## src/rtl/wdg_pkg.sv

```systemverilog
package wdg_pkg;
  localparam int BUS_AW = 12;
  localparam int BUS_DW = 32;

  localparam logic [BUS_AW-1:0] OFS_LOAD  = 12'h000;
  localparam logic [BUS_AW-1:0] OFS_COUNT = 12'h004;
  localparam logic [BUS_AW-1:0] OFS_CTRL  = 12'h008;
  localparam logic [BUS_AW-1:0] OFS_ICLR  = 12'h00C;
  localparam logic [BUS_AW-1:0] OFS_RAW   = 12'h010;
  localparam logic [BUS_AW-1:0] OFS_MASK  = 12'h014;
  localparam logic [BUS_AW-1:0] OFS_LOCK  = 12'hC00;

  localparam logic [BUS_DW-1:0] UNLOCK_KEY = 32'h1ACCE551;

  // Control field layout: bit 1 reset enable, bit 0 run enable.
  typedef struct packed {
    logic rst_en;
    logic run_en;
  } wdg_ctrl_t;
endpackage

```

## src/rtl/wdg_lock.sv

```systemverilog
module wdg_lock
  import wdg_pkg::*;
(
  input  logic              clk,
  input  logic              rst_n,
  input  logic              lock_we,
  input  logic [BUS_DW-1:0] wdata,
  output logic              locked
);
  logic locked_q, locked_d;

  always_comb begin
    locked_d = locked_q;
    if (lock_we) locked_d = (wdata != UNLOCK_KEY);
  end

  always_ff @(posedge clk or negedge rst_n) begin
    if (!rst_n) locked_q <= 1'b0;
    else        locked_q <= locked_d;
  end

  assign locked = locked_q;
endmodule

```

## src/rtl/wdg_cfg.sv

```systemverilog
module wdg_cfg
  import wdg_pkg::*;
#(
  parameter int CNT_W = 32
) (
  input  logic              clk,
  input  logic              rst_n,
  input  logic              load_we,
  input  logic              ctrl_we,
  input  logic [BUS_DW-1:0] wdata,
  output logic [CNT_W-1:0]  load_val,
  output wdg_ctrl_t         ctrl
);
  logic [CNT_W-1:0] load_q, load_d;
  wdg_ctrl_t        ctrl_q, ctrl_d;

  always_comb begin
    load_d = load_q;
    ctrl_d = ctrl_q;
    if (load_we) load_d = wdata[CNT_W-1:0];
    if (ctrl_we) ctrl_d = wdg_ctrl_t'(wdata[1:0]);
  end

  always_ff @(posedge clk or negedge rst_n) begin
    if (!rst_n) begin
      load_q <= '1;
      ctrl_q <= '0;
    end else begin
      load_q <= load_d;
      ctrl_q <= ctrl_d;
    end
  end

  assign load_val = load_q;
  assign ctrl     = ctrl_q;
endmodule

```

## src/rtl/wdg_core.sv

```systemverilog
module wdg_core #(
  parameter int CNT_W = 32
) (
  input  logic             clk,
  input  logic             rst_n,
  input  logic             run_en,
  input  logic             rst_en,
  input  logic             reload,
  input  logic             clr,
  input  logic [CNT_W-1:0] load_val,
  output logic [CNT_W-1:0] count,
  output logic             raw_pend,
  output logic             rst_req
);
  logic [CNT_W-1:0] cnt_q, cnt_d;
  logic             raw_q, raw_d;
  logic             rst_q, rst_d;
  logic             expire;

  // A reload in the same cycle takes the place of the expiry.
  assign expire = run_en && (cnt_q == '0) && !reload;

  always_comb begin
    cnt_d = cnt_q;
    if (reload)      cnt_d = load_val;
    else if (run_en) cnt_d = (cnt_q == '0) ? load_val : cnt_q - CNT_W'(1);

    raw_d = raw_q;
    if (clr)         raw_d = 1'b0;
    else if (expire) raw_d = 1'b1;

    rst_d = rst_q | (expire & raw_q & rst_en);
  end

  always_ff @(posedge clk or negedge rst_n) begin
    if (!rst_n) begin
      cnt_q <= '1;
      raw_q <= 1'b0;
      rst_q <= 1'b0;
    end else begin
      cnt_q <= cnt_d;
      raw_q <= raw_d;
      rst_q <= rst_d;
    end
  end

  assign count    = cnt_q;
  assign raw_pend = raw_q;
  assign rst_req  = rst_q;
endmodule

```

## src/rtl/wdg_twostage.sv

```systemverilog
module wdg_twostage
  import wdg_pkg::*;
#(
  parameter int CNT_W = 32
) (
  input  logic              clk,
  input  logic              rst_n,
  input  logic              psel,
  input  logic              penable,
  input  logic              pwrite,
  input  logic [BUS_AW-1:0] paddr,
  input  logic [BUS_DW-1:0] pwdata,
  output logic [BUS_DW-1:0] prdata,
  output logic              irq,
  output logic              sys_rst_req
);
  logic             bus_wr, open_wr;
  logic             locked;
  logic [CNT_W-1:0] load_q, cnt_q;
  wdg_ctrl_t        ctrl_q;
  logic             run_en, rst_en, raw_q, masked;
  logic             we_load, we_ctrl, we_iclr, reload;

  assign bus_wr  = psel && penable && pwrite;
  assign open_wr = bus_wr && !locked;
  assign we_load = open_wr && (paddr == OFS_LOAD);
  assign we_ctrl = open_wr && (paddr == OFS_CTRL);
  assign we_iclr = open_wr && (paddr == OFS_ICLR);
  assign reload  = we_iclr || (we_ctrl && pwdata[0]);

  wdg_lock u_lock (
    .clk     (clk),
    .rst_n   (rst_n),
    .lock_we (bus_wr && (paddr == OFS_LOCK)),
    .wdata   (pwdata),
    .locked  (locked)
  );

  wdg_cfg #(.CNT_W(CNT_W)) u_cfg (
    .clk      (clk),
    .rst_n    (rst_n),
    .load_we  (we_load),
    .ctrl_we  (we_ctrl),
    .wdata    (pwdata),
    .load_val (load_q),
    .ctrl     (ctrl_q)
  );

  assign run_en = ctrl_q.run_en;
  assign rst_en = ctrl_q.rst_en;

  wdg_core #(.CNT_W(CNT_W)) u_core (
    .clk      (clk),
    .rst_n    (rst_n),
    .run_en   (run_en),
    .rst_en   (rst_en),
    .reload   (reload),
    .clr      (we_iclr),
    .load_val (load_q),
    .count    (cnt_q),
    .raw_pend (raw_q),
    .rst_req  (sys_rst_req)
  );

  assign masked = raw_q & run_en;
  assign irq    = masked;

  always_comb begin
    prdata = '0;
    if (psel) begin
      case (paddr)
        OFS_LOAD:  prdata = BUS_DW'(load_q);
        OFS_COUNT: prdata = BUS_DW'(cnt_q);
        OFS_CTRL:  prdata = BUS_DW'(ctrl_q);
        OFS_RAW:   prdata = BUS_DW'(raw_q);
        OFS_MASK:  prdata = BUS_DW'(masked);
        OFS_LOCK:  prdata = BUS_DW'(locked);
        default:   prdata = '0;
      endcase
    end
  end
endmodule

```

## config.mk

```make
export PLATFORM = sky130hd
export DESIGN_NAME = wdg_twostage
export DESIGN_NICKNAME = d
export VERILOG_FILES = /design/src/rtl/wdg_pkg.sv /design/src/rtl/wdg_lock.sv /design/src/rtl/wdg_cfg.sv /design/src/rtl/wdg_core.sv /design/src/rtl/wdg_twostage.sv
export SDC_FILE = /design/constraint.sdc
export NUM_CORES = 1
export LEC_CHECK = 0
export ABC_AREA = 1
export BUFFER_PORTS_ARGS = -buffer_cell sky130_fd_sc_hd__buf_4
export CORE_MARGIN = 2
export CORE_UTILIZATION = 37
export CTS_CLUSTER_DIAMETER = 30
export DETAILED_ROUTE_END_ITERATION = 16
export SLEW_MARGIN = 20
export SYNTH_ARGS = -nofsm -noshare
export SYNTH_HDL_FRONTEND = slang
export SYNTH_SLANG_ARGS = --single-unit
```

## constraint.sdc

```tcl
create_clock -name clk -period 2 [get_ports clk]
set_input_delay 0.1 -clock clk [delete_from_list [all_inputs] [get_ports clk]]
set_output_delay 0.1 -clock clk [all_outputs]
set_load 0.05 [all_outputs]
```

==> run metrics <==
max_slew headroom=61.4%; n_diodes=0; CTS Buf Count=9; post-synthesis mux area share=0%; # DRC=0; Area contributors post-synth=dfstp_2 32%, nand2_1 16%, nor2_1 9.8%, inv_1 9.4%, nand3_1 5.8%; Design Power=4.29 mW; DP Cell Count=1050; post-synthesis register bit count=69; Crit. End Element=output port; Slowest Stage Delay on Critical Path=250 ps; detailed placement HPWL=12.4 mm; result of the run=complete, no violations; Syn Nets=842; Core Rows=43; clock latency on the worst-skew pair=340 ps; crit start category=input pin; final hold violations=0; chip height=122 microns; Clock Path Buffers=2; Area growth syn-to-layout=24.6%; post-synth top area cell=dfstp_2; critical path's most frequent cell=buf_4; clock network power share=37.4%; # port buffers=82; initial antenna violation count=0; routed via count=5296; worst slew pin tran=579 ps; GRT Resource Usage Total=22.5%; EDFF count, synth=0; PwrDens=665 mW/mm^2; area share of the largest cell type after synthesis=32.5%; period utilization=91.8%; Yosys cell types=31; minimum clock period=1840 ps; Min-Delay Path Class=input pin to register; peak supply drop=0.000407 V; die area=0.0150 sq mm; layout cell share with drive strength beyond 1=26.1%; post-synthesis sequential area ratio=34.9%; clock sinks=69; commonest non-fill, non-tap cell in the layout=nand2_1; Synth warnings=0; area of the multi-input gates=0.00269 sq mm; Slowest-stage cell, CP=nor2_2; Max Cap Viol=0; final cell count without fillers=1075; global placement routability congestion=0.944; H-tree depth=3; most frequent cells in the layout=224 x nand2_1, 135 x nor2_1, 130 x inv_1; Seq pwr share=40.7%; Setup violations, final=0; DRT Wirelength=15.9 mm; Die Span X=122 microns; Sw Ratio=31.6%; Via density=4.93; adder-cell share of the synthesized area=0.483%; Crit Path Max Fanout=16; Reg2Reg Setup Slack=180 ps; setup_tns=0 ps; Fill cells=1498; clock skew=7.38 ps; DRT iter0 DRCs=382; unrepaired setup endpoints after global routing=false; Initial Utilization=37.6%; Async SR Flop Fraction=100%; Crit Path Class=input pin to output port; Avg Cell Area, Syn=6.55 sq um; first-pass GRT wire length=25.8 mm; core area=0.0138 sq mm; vias in the first global route=4946; xor/xnor share of the synthesized area=2.54%; clock-pin slew on the worst setup and hold paths=60 ps; largest family of logic cells by synthesized area=simple AND/OR/NAND/NOR gates; Seq. cell area=0.00181 sq mm; largest net degree at the start of global routing=65; net switching power=1.36 mW; Post-Synthesis Cells=791; CTS tree=built; Max Slew Vio Count=0; Mapped Area=0.00518 sq mm; Final #Nets=941; Compound-Gate Fraction of Synth Area=10.3%; Crit path arrival time=1740 ps; Cell Chain, Critical Path=buf_4, nor2_2, nand2_2, nor2_2, nand2_1, buf_4, o22ai_1, inv_1, nor2_1, buf_4; Top Ports=83; Comb pwr share=22.0%; Post-synth top flop=dfstp_2; CTS Root Cell=clkbuf_16; CP required=1900 ps; P_leak=3.00 nW; post-DR wirelength/cell=14.8 microns; Min Hold Slack=8.34 ps; ANT nets after route=0; f_max=544 MHz; simple-gate share of the synthesized area=38.3%; internal cell power=2.93 mW; gr ovfl total=0; Initial DRT Pass Iterations=5
==> flip-flops by register name, indices dropped and copies added, names as in the netlist <==
| signal | flops |
|---|---|
| u_cfg.ctrl | 2 |
| u_cfg.load_val | 32 |
| u_core.count | 32 |
| u_core.raw_pend | 1 |
| u_core.rst_req | 1 |
| u_lock.locked | 1 |
==> cell families after synthesis <==
family	count (synthesis)
xor+xnor	15
fa+ha+maj	2
simple gates	469
flops	69
buf+inv	162
compound gates	74
==> synth_stat cells, types with 2 or more instances <==
cell type / count
a21oi_1: 19
buf_2: 7
buf_4: 2
buf_6: 10
clkbuf_1: 8
dfrtp_1: 5
dfstp_2: 64
ha_1: 2
inv_1: 130
inv_2: 4
nand2_1: 224
nand2_2: 5
nand3_1: 60
nand3_2: 3
nand4_1: 12
nand4_2: 2
nor2_1: 135
nor2_2: 10
nor3_1: 9
nor4_1: 7
o21ai_0: 13
o21ai_1: 12
o22ai_1: 8
o22ai_2: 20
xor2_1: 14
==> power groups by stage <==
stage | clock, mW | combinational [mW] | sequential, mW
floorplan | 0 | 0.622 | 1.71
global placement | 0 | 0.906 | 1.76
detailed placement | 0 | 0.913 | 1.76
CTS | 1.63 | 0.928 | 1.74
global route | 1.68 | 1.09 | 1.76
finish | 1.60 | 0.943 | 1.74
==> critical path: cells and delay by family <==
| kind | cells | cell delay [ps] |
|---|---|---|
| AND/OR/NAND/NOR | 5 | 750 |
| buffers and inverters | 4 | 640 |
| AO/OA/AOI/OAI | 1 | 240 |
==> area by class of cell <==
type / count / share of cell area [%]
Tap cell: 180 / 3.49
Inverter: 135 / 7.87
Clock buffer: 10 / 3.55
Multi-Input combinational cell: 560 / 41.6
Timing Repair Buffer: 115 / 14.5
Sequential cell: 69 / 28.0
Clock inverter: 6 / 0.989
==> metrics by stage <==
step / worst slack [ps] / instance area (sq um) / utilization [%]
finish: 163 / 6450 / 46.9
CTS: 86.9 / 6450 / 46.8
global route: 9.24 / 6450 / 46.9
global placement: 141 / 6060 / 44.0
detailed placement: 112 / 6060 / 44.0
floorplan: 161 / 5180 / -
==> path summary, 6_finish.rpt <==
path                               startpoint            endpoint  cells past startpoint
setup reg to reg              u_core.count[0]    u_core.count[12]                     10
max in group asynchronous               rst_n  u_cfg.load_val[25]                      3
hold / removal                     pwdata[15]  u_cfg.load_val[15]                      3
setup / recovery                     paddr[7]          prdata[31]                     10
min in group asynchronous               rst_n       u_lock.locked                      2
hold reg to reg            u_cfg.load_val[25]  u_cfg.load_val[25]                      2
==> routing by layer <==
metal	global-route usage, %	wire length, microns	share of wire (%)
met1	32.4	7680	48
met4	8.98	410	2.6
met3	2.37	786	4.9
met5	0	0	0
met2	34.3	7040	44
==> repair_timing <==
action | CTS | global route
hold buffers | 9 | 0
setup endpoints to repair | 0 | 4
endpoints found under the hold margin | 9 | 0
buffers inserted | 0 | 0
gates resized for setup | 0 | 2
(Power assumes the default switching activity.)
